**config.mk**
```make
export PLATFORM = sky130hd
export DESIGN_NAME = esc_wdog
export DESIGN_NICKNAME = d
export VERILOG_FILES = /design/src/rtl/esc_wdog_pkg.sv /design/src/rtl/esc_wdog_regs.sv /design/src/rtl/esc_wdog_seq.sv /design/src/rtl/esc_wdog_out.sv /design/src/rtl/esc_wdog.sv
export SDC_FILE = /design/constraint.sdc
export NUM_CORES = 1
export LEC_CHECK = 0
export ABC_AREA = 1
export BUFFER_PORTS_ARGS = -buffer_cell sky130_fd_sc_hd__buf_2
export CAP_MARGIN = 20
export CORE_ASPECT_RATIO = 2
export CORE_MARGIN = 3
export CORE_UTILIZATION = 55
export DETAILED_ROUTE_END_ITERATION = 16
export GPL_TIMING_DRIVEN = 0
export PLACE_DENSITY = 0.72
export RECOVER_POWER = 100
export SLEW_MARGIN = 15
export SYNTH_ARGS = -nofsm -noshare
export SYNTH_HDL_FRONTEND = slang
export SYNTH_SLANG_ARGS = --single-unit
```
**constraint.sdc**
```tcl
create_clock -name clk -period 11.5 [get_ports clk]
set_clock_uncertainty 0.2 [all_clocks]
set_input_delay 0.575 -clock clk [delete_from_list [all_inputs] [get_ports clk]]
set_output_delay 0.575 -clock clk [all_outputs]
set_load 0.05 [all_outputs]
```
**src/rtl/esc_wdog_pkg.sv**
```systemverilog
package esc_wdog_pkg;

  localparam logic [31:0] WD_KEY = 32'h50D83AA1;

  typedef enum logic [1:0] {
    ACT_OFF  = 2'd0,
    ACT_IRQ  = 2'd1,
    ACT_RST  = 2'd2,
    ACT_NONE = 2'd3
  } act_e;

  localparam logic [3:0] A_KEY    = 4'd0;
  localparam logic [3:0] A_CTRL   = 4'd1;
  localparam logic [3:0] A_PRESC  = 4'd2;
  localparam logic [3:0] A_FEED   = 4'd3;
  localparam logic [3:0] A_INTEN  = 4'd4;
  localparam logic [3:0] A_INTCLR = 4'd5;
  localparam logic [3:0] A_TMO    = 4'd8;

  localparam int CTRL_EN   = 0;
  localparam int CTRL_LVL  = 1;
  localparam int CTRL_EDGE = 2;
  localparam int CTRL_RLEN = 3;
  localparam int CTRL_ACT0 = 6;

endpackage

```
**src/rtl/esc_wdog_regs.sv**
```systemverilog
module esc_wdog_regs
  import esc_wdog_pkg::*;
#(
  parameter int PW   = 16,
  parameter int TW   = 16,
  parameter int NSTG = 4
) (
  input  logic                     clk,
  input  logic                     rst_n,
  input  logic                     wr_en,
  input  logic [3:0]               wr_addr,
  input  logic [31:0]              wr_data,
  output logic                     unlocked,
  output logic                     en,
  output logic                     lvl_en,
  output logic                     edge_en,
  output logic [2:0]               rst_len,
  output logic [NSTG-1:0][1:0]     acts,
  output logic [PW-1:0]            presc,
  output logic [NSTG-1:0][TW-1:0]  tmo,
  output logic                     int_ena,
  output logic                     int_clr,
  output logic                     restart
);

  localparam int CW = CTRL_ACT0 + 2 * NSTG;

  logic [31:0]             key_q, key_d;
  logic [CW-1:0]           ctrl_q, ctrl_d;
  logic [PW-1:0]           presc_q, presc_d;
  logic [NSTG-1:0][TW-1:0] tmo_q, tmo_d;
  logic                    inten_q, inten_d;
  logic                    restart_q, restart_d;
  logic                    wr_ok;

  always_comb begin
    wr_ok   = wr_en && (key_q == WD_KEY);
    key_d   = key_q;
    ctrl_d  = ctrl_q;
    presc_d = presc_q;
    tmo_d   = tmo_q;
    inten_d = inten_q;
    if (wr_en && (wr_addr == A_KEY)) key_d = wr_data;
    if (wr_ok) begin
      case (wr_addr)
        A_CTRL:  ctrl_d  = wr_data[CW-1:0];
        A_PRESC: presc_d = wr_data[PW-1:0];
        A_INTEN: inten_d = wr_data[0];
        default: ;
      endcase
      for (int s = 0; s < NSTG; s++) begin
        if (wr_addr == (A_TMO + 4'(s))) tmo_d[s] = wr_data[TW-1:0];
      end
    end
    restart_d = wr_ok && ((wr_addr == A_FEED) ||
                ((wr_addr == A_CTRL) && wr_data[CTRL_EN] && !ctrl_q[CTRL_EN]));
    int_clr   = wr_ok && (wr_addr == A_INTCLR) && wr_data[0];
  end

  always_ff @(posedge clk or negedge rst_n) begin
    if (!rst_n) begin
      key_q     <= '0;
      ctrl_q    <= '0;
      presc_q   <= '0;
      tmo_q     <= '0;
      inten_q   <= 1'b0;
      restart_q <= 1'b0;
    end else begin
      key_q     <= key_d;
      ctrl_q    <= ctrl_d;
      presc_q   <= presc_d;
      tmo_q     <= tmo_d;
      inten_q   <= inten_d;
      restart_q <= restart_d;
    end
  end

  always_comb begin
    for (int s = 0; s < NSTG; s++) acts[s] = ctrl_q[CTRL_ACT0 + 2*s +: 2];
  end

  assign unlocked = (key_q == WD_KEY);
  assign en       = ctrl_q[CTRL_EN];
  assign lvl_en   = ctrl_q[CTRL_LVL];
  assign edge_en  = ctrl_q[CTRL_EDGE];
  assign rst_len  = ctrl_q[CTRL_RLEN +: 3];
  assign presc    = presc_q;
  assign tmo      = tmo_q;
  assign int_ena  = inten_q;
  assign restart  = restart_q;

endmodule

```
**src/rtl/esc_wdog_seq.sv**
```systemverilog
module esc_wdog_seq
  import esc_wdog_pkg::*;
#(
  parameter int PW   = 16,
  parameter int TW   = 16,
  parameter int NSTG = 4,
  parameter int SW   = 2
) (
  input  logic                     clk,
  input  logic                     rst_n,
  input  logic                     en,
  input  logic [NSTG-1:0][1:0]     acts,
  input  logic [PW-1:0]            presc,
  input  logic [NSTG-1:0][TW-1:0]  tmo,
  input  logic                     restart,
  output logic                     run,
  output logic                     expire,
  output act_e                     exp_act
);

  logic [PW-1:0] pcnt_q, pcnt_d, pdiv;
  logic [TW-1:0] scnt_q, scnt_d, tlim;
  logic [SW-1:0] stg_q, stg_d, first_idx, nxt_idx;
  logic          run_q, run_d, tick, first_ok, nxt_ok;

  function automatic logic is_live(input logic [1:0] a);
    return (a == ACT_IRQ) || (a == ACT_RST);
  endfunction

  always_comb begin
    pdiv    = (presc == '0) ? PW'(1) : presc;
    tlim    = (tmo[stg_q] == '0) ? TW'(1) : tmo[stg_q];
    tick    = run_q && (pcnt_q == pdiv - PW'(1));
    expire  = tick && (scnt_q == tlim - TW'(1));
    exp_act = act_e'(acts[stg_q]);

    first_ok  = 1'b0;
    first_idx = '0;
    nxt_ok    = 1'b0;
    nxt_idx   = '0;
    for (int j = NSTG - 1; j >= 0; j--) begin
      if (is_live(acts[j])) begin
        first_ok  = 1'b1;
        first_idx = SW'(j);
        if (j > int'(stg_q)) begin
          nxt_ok  = 1'b1;
          nxt_idx = SW'(j);
        end
      end
    end

    run_d  = run_q;
    stg_d  = stg_q;
    pcnt_d = pcnt_q;
    scnt_d = scnt_q;
    if (!en) begin
      run_d  = 1'b0;
      pcnt_d = '0;
      scnt_d = '0;
    end else if (restart) begin
      run_d  = first_ok;
      stg_d  = first_idx;
      pcnt_d = '0;
      scnt_d = '0;
    end else if (run_q) begin
      if (tick) begin
        pcnt_d = '0;
        if (expire) begin
          scnt_d = '0;
          if (nxt_ok) stg_d = nxt_idx;
          else        run_d = 1'b0;
        end else begin
          scnt_d = scnt_q + TW'(1);
        end
      end else begin
        pcnt_d = pcnt_q + PW'(1);
      end
    end
  end

  always_ff @(posedge clk or negedge rst_n) begin
    if (!rst_n) begin
      run_q  <= 1'b0;
      stg_q  <= '0;
      pcnt_q <= '0;
      scnt_q <= '0;
    end else begin
      run_q  <= run_d;
      stg_q  <= stg_d;
      pcnt_q <= pcnt_d;
      scnt_q <= scnt_d;
    end
  end

  assign run = run_q;

endmodule

```
**src/rtl/esc_wdog_out.sv**
```systemverilog
module esc_wdog_out
  import esc_wdog_pkg::*;
#(
  parameter int RST_STEP = 2
) (
  input  logic       clk,
  input  logic       rst_n,
  input  logic       expire,
  input  act_e       exp_act,
  input  logic [2:0] rst_len,
  input  logic       lvl_en,
  input  logic       edge_en,
  input  logic       int_ena,
  input  logic       int_clr,
  output logic       int_raw,
  output logic       edge_pulse,
  output logic       irq_o,
  output logic       sys_rst_o
);

  localparam int LW = $clog2(8 * RST_STEP + 1);

  logic [LW-1:0] rcnt_q, rcnt_d;
  logic          raw_q, raw_d, edge_q, edge_d;
  logic          rst_fire, irq_fire;

  always_comb begin
    rst_fire = expire && (exp_act == ACT_RST);
    irq_fire = expire && (exp_act == ACT_IRQ);
    if (rst_fire)            rcnt_d = LW'((int'(rst_len) + 1) * RST_STEP);
    else if (rcnt_q != '0)   rcnt_d = rcnt_q - LW'(1);
    else                     rcnt_d = rcnt_q;
    if (irq_fire)            raw_d = 1'b1;
    else if (int_clr)        raw_d = 1'b0;
    else                     raw_d = raw_q;
    edge_d = irq_fire;
  end

  always_ff @(posedge clk or negedge rst_n) begin
    if (!rst_n) begin
      rcnt_q <= '0;
      raw_q  <= 1'b0;
      edge_q <= 1'b0;
    end else begin
      rcnt_q <= rcnt_d;
      raw_q  <= raw_d;
      edge_q <= edge_d;
    end
  end

  assign int_raw    = raw_q;
  assign edge_pulse = edge_q;
  assign sys_rst_o  = (rcnt_q != '0);
  assign irq_o      = int_ena && ((lvl_en && raw_q) || (edge_en && edge_q));

endmodule

```
**src/rtl/esc_wdog.sv**
```systemverilog
module esc_wdog
  import esc_wdog_pkg::*;
#(
  parameter int PRESC_W    = 16,
  parameter int TMO_W      = 16,
  parameter int NUM_STAGES = 4,
  parameter int RST_STEP   = 2
) (
  input  logic        clk,
  input  logic        rst_n,
  input  logic        wr_en,
  input  logic [3:0]  wr_addr,
  input  logic [31:0] wr_data,
  output logic        irq_o,
  output logic        sys_rst_o
);

  localparam int SW = (NUM_STAGES > 1) ? $clog2(NUM_STAGES) : 1;

  logic [1:0]                          rs_q;
  logic                                arst_n;
  logic                                unlocked, ctl_en, lvl_en, edge_en;
  logic [2:0]                          rst_len;
  logic [NUM_STAGES-1:0][1:0]          acts;
  logic [PRESC_W-1:0]                  presc;
  logic [NUM_STAGES-1:0][TMO_W-1:0]    tmo;
  logic                                int_ena, int_clr, restart;
  logic                                seq_run, expire, int_raw, edge_pulse;
  act_e                                exp_act;

  always_ff @(posedge clk or negedge rst_n) begin
    if (!rst_n) rs_q <= 2'b00;
    else        rs_q <= {rs_q[0], 1'b1};
  end
  assign arst_n = rs_q[1];

  esc_wdog_regs #(.PW(PRESC_W), .TW(TMO_W), .NSTG(NUM_STAGES)) u_regs (
    .clk(clk), .rst_n(arst_n), .wr_en(wr_en), .wr_addr(wr_addr),
    .wr_data(wr_data), .unlocked(unlocked), .en(ctl_en), .lvl_en(lvl_en),
    .edge_en(edge_en), .rst_len(rst_len), .acts(acts), .presc(presc),
    .tmo(tmo), .int_ena(int_ena), .int_clr(int_clr), .restart(restart)
  );

  esc_wdog_seq #(.PW(PRESC_W), .TW(TMO_W), .NSTG(NUM_STAGES), .SW(SW)) u_seq (
    .clk(clk), .rst_n(arst_n), .en(ctl_en), .acts(acts), .presc(presc),
    .tmo(tmo), .restart(restart), .run(seq_run), .expire(expire),
    .exp_act(exp_act)
  );

  esc_wdog_out #(.RST_STEP(RST_STEP)) u_out (
    .clk(clk), .rst_n(arst_n), .expire(expire), .exp_act(exp_act),
    .rst_len(rst_len), .lvl_en(lvl_en), .edge_en(edge_en),
    .int_ena(int_ena), .int_clr(int_clr), .int_raw(int_raw),
    .edge_pulse(edge_pulse), .irq_o(irq_o), .sys_rst_o(sys_rst_o)
  );

endmodule

```
==> flow_summary.json <==
{
  "outcome": "finished, violations left",
  "failing_checks": "max-capacitance violations, max-slew violations",
  "layout.cells.most_common": "sky130_fd_sc_hd__nand2_1",
  "syn-cell-area_um2": 9790,
  "fill_cells": 1628,
  "timing.critical_path.buf_inv": 1,
  "gp_congestion": 0.933,
  "die_area_um2": 19500,
  "fin_cells": 1607,
  "critical-path-top-delay-family": "buffers and inverters",
  "yosys_register_bits": 172,
  "synth_enable_flop_cells": 0,
  "ys.flop_type": "sky130_fd_sc_hd__dfrtp_1",
  "critical_path_arrival_ns": 4.71,
  "relSlewSlack_pct": -115,
  "postSynthNetCount": 1368,
  "post-place-ws_ns": 6.99,
  "fin_area_um2": 10800,
  "simple_gate_share_of_the_synthesized_area_pct": 30.9,
  "post_cts_buffers": 0,
  "startpoint": "rs_q[1]",
  "initialDrtViolationCount": 466,
  "insertion_delay_ns": 0.44,
  "critical_path.reg2reg.endpoint": "u_seq.scnt_q[10]",
  "finalWorstPathRequiredPeriod_ns": 5.08,
  "layout-area-overhead-vs-synth_pct": 10.6,
  "max_cap_violations": 3,
  "post_place_instance_area_um2": 10300,
  "totalWireLength_um": 27900,
  "worstPathCellList": "clkbuf_1",
  "io_pins": 41,
  "slew_violations": 175,
  "fp.coreArea_um2": 17400,
  "r2r_setup_slack_ns": 6.42,
  "syn-mean-instance-area_um2": 7.40,
  "tritoncts_buffers": 17,
  "top_library_cells_by_usage_in_the_layout_fill_and_taps_aside": "sky130_fd_sc_hd__nand2_1, sky130_fd_sc_hd__dfrtp_1, sky130_fd_sc_hd__inv_1",
  "std_cell_rows": 68,
  "drcViolationCount": 0,
  "timing.final.crit_share_pct": 44.2,
  "globalRouteOverflowTotal": 0,
  "grt_usage_pct": 29.3,
  "clock_tree_from_tritoncts": "done",
  "drt.antenna.violating_nets": 0,
  "drt_pre_antenna_iters": 5,
  "async_set_or_reset_register_ratio_after_synthesis_pct": 100,
  "final_critical_path_setup_slack_ns": 6.42,
  "start_kind": "register",
  "worst-setup-path-type": "register to async pin",
  "critical_path_capture_point": "u_seq.scnt_q[10]",
  "cts_sinks": 172,
  "final.setup.tns_ns": 0,
  "holdCritPathClass": "primary input to register",
  "dieWidth_um": 100,
  "setup_violating_endpoint_count_in_the_final_report": 0,
  "worst_slew_pin_slew_ns": 3.23,
  "reg2regPathDepth": 1,
  "detail_route.vias_per_cell": 5.50,
  "crit_path_max_incr_delay_ns": 2.36,
  "synth.mux.area_fraction_pct": 1.38,
  "worst_ir_drop_vdd_v": 0.000151,
  "clock_slew_seen_by_the_registers_of_the_worst_setup_and_hold_paths_ns": 0.07,
  "nNetsFinal": 1430,
  "crit_path_max_fanout": 59,
  "grt_start_max_net_pins": 60,
  "synth_cell_type_count": 43,
  "syn_inst": 1322,
  "ctsRootBufferMaster": "sky130_fd_sc_hd__clkbuf_16",
  "worstHoldStart": "wr_data[21]",
  "critPathRequiredTime_ns": 11.13,
  "synth_top_family_by_area": "simple AND/OR/NAND/NOR gates",
  "worstSetupPathDepth": 1,
  "grt_setup_unrepaired": "false",
  "achievable-frequency_ghz": 0.197,
  "dp.final_hpwl_um": 21200,
  "drive_above_1_share_pct": 8.59,
  "synth_compound_area_share_pct": 9.13,
  "crit-reg2reg-launch": "rs_q[1]",
  "post_synth_fa_ha_maj_area_fraction_pct": 0.895,
  "number_of_diodes_added_for_antenna_fixing": 0,
  "p_leak_nw": 5.38,
  "yosys_warnings": 0,
  "mean_routed_wirelength_per_cell_um": 17.3,
  "first_global_vias": 8600,
  "routed-via-count": 8841,
  "grt_pass1_wl_um": 43900,
  "yosysSeqAreaShare_pct": 44.0,
  "clock_path_buffers": 2,
  "ctsHtreeMaxLevel": 4,
  "post-place-cells": 1574,
  "end_kind": "async pin",
  "antenna_found_initial": 0,
  "floorplan.die.height_um": 195,
  "initial_utilization_pct": 56.4,
  "timing_hold_violations_final": 0,
  "cts_resized": 0,
  "xor_xnor_share_of_the_synthesized_area_pct": 5.33,
  "holdBufCountCts": 1,
  "power_per_cell_area_nw_per_um2": 119,
  "io_buffer_count": 40,
  "critPathSlowestCell": "sky130_fd_sc_hd__clkbuf_1"
}
[cell usage after synthesis (2+ instances only)]
cell	instances	share of area (%)
sky130_fd_sc_hd__nand2_1	366	14
sky130_fd_sc_hd__dfrtp_1	172	44
sky130_fd_sc_hd__inv_1	155	5.9
sky130_fd_sc_hd__o21ai_0	148	7.6
sky130_fd_sc_hd__nor2_1	120	4.6
sky130_fd_sc_hd__nand3_1	102	5.2
sky130_fd_sc_hd__xor2_1	38	3.4
sky130_fd_sc_hd__clkbuf_1	29	1.1
sky130_fd_sc_hd__nand4_1	27	1.7
sky130_fd_sc_hd__nor3_1	23	1.2
sky130_fd_sc_hd__xnor2_1	19	1.7
sky130_fd_sc_hd__a21oi_1	16	0.82
sky130_fd_sc_hd__nor2_2	13	0.83
sky130_fd_sc_hd__mux2_2	12	1.4
sky130_fd_sc_hd__nor4_1	10	0.64
sky130_fd_sc_hd__ha_1	7	0.89
sky130_fd_sc_hd__nand2_2	7	0.45
sky130_fd_sc_hd__buf_6	5	0.58
sky130_fd_sc_hd__buf_2	4	0.20
sky130_fd_sc_hd__buf_4	4	0.31
sky130_fd_sc_hd__nand3b_1	4	0.31
sky130_fd_sc_hd__nor3b_1	4	0.31
sky130_fd_sc_hd__or2_2	4	0.26
sky130_fd_sc_hd__and2_1	3	0.19
sky130_fd_sc_hd__clkinv_1	3	0.12
sky130_fd_sc_hd__nand2_4	3	0.35
sky130_fd_sc_hd__o21ai_1	3	0.15
sky130_fd_sc_hd__and3_1	2	0.13
sky130_fd_sc_hd__inv_2	2	0.077
sky130_fd_sc_hd__nand3_2	2	0.20
sky130_fd_sc_hd__nor2_4	2	0.23
sky130_fd_sc_hd__or2_0	2	0.13
[per-layer routing]
layer,track usage [%],wire [µm]
met5,0,0
met2,51.5,14600
met1,31.3,10000
met3,3.95,1110
met4,20.7,2180
[metrics by stage]
step / hold WS, ns / utilization [%] / power, mW
finish: 0.162 / 62.4 / 1.29
global placement: 0.144 / 59.1 / 0.722
detailed placement: 0.157 / 59.4 / 0.728
floorplan: 0.0794 / - / 0.694
global route: 0.167 / 62.4 / 1.33
CTS: 0.154 / 62.9 / 1.30
[cells by family (layout without fill, tap and decap cells)]
family | Yosys count | after routing
other cells | 1 | 1
xor+xnor | 58 | 58
simple gates | 695 | 695
buf+inv | 203 | 278
flops | 172 | 172
mux | 12 | 12
fa+ha+maj | 7 | 7
compound gates | 174 | 174
[state kept, by name, indices dropped and copies added, names as in the netlist, 2 cells and up]
register and cells:
rs_q 2, u_regs.presc 16, u_seq.pcnt_q 16, u_seq.scnt_q 16, u_regs.tmo 64, u_seq.stg_q 2
u_out.rcnt_q 5, u_regs.ctrl_q 14, u_regs.key_q 32
[power by group]
group | total (mW) | switching, mW | internal [mW] | leakage (nW)
Clock | 0.579 | 0.267 | 0.312 | 0.280
Sequential | 0.646 | 0.0170 | 0.629 | 2.34
Combinational | 0.0679 | 0.0441 | 0.0238 | 2.76
Total | 1.29 | 0.328 | 0.965 | 5.38
[final cells by class]
type	instances	area (µm²)	area share [%]
multi-input combinational	947	4640	42.9
sequential	172	4300	39.8
inverter	161	607	5.61
clock buffer	18	439	4.06
tap	210	263	2.43
timing repair buffer	43	213	1.96
buffer	42	206	1.91
clock inverter	14	150	1.39
[worst min-delay path by stage]
stage | end | slack [ns] | cells after the start
floorplan | rs_q[0] | 0.08 | 0
global placement | rs_q[1] | 0.14 | 0
detailed placement | rs_q[1] | 0.16 | 0
CTS | u_regs.key_q[21] | 0.15 | 2
global route | u_regs.key_q[18] | 0.17 | 2
finish | u_regs.key_q[21] | 0.16 | 2
(Power assumes the default switching activity.)
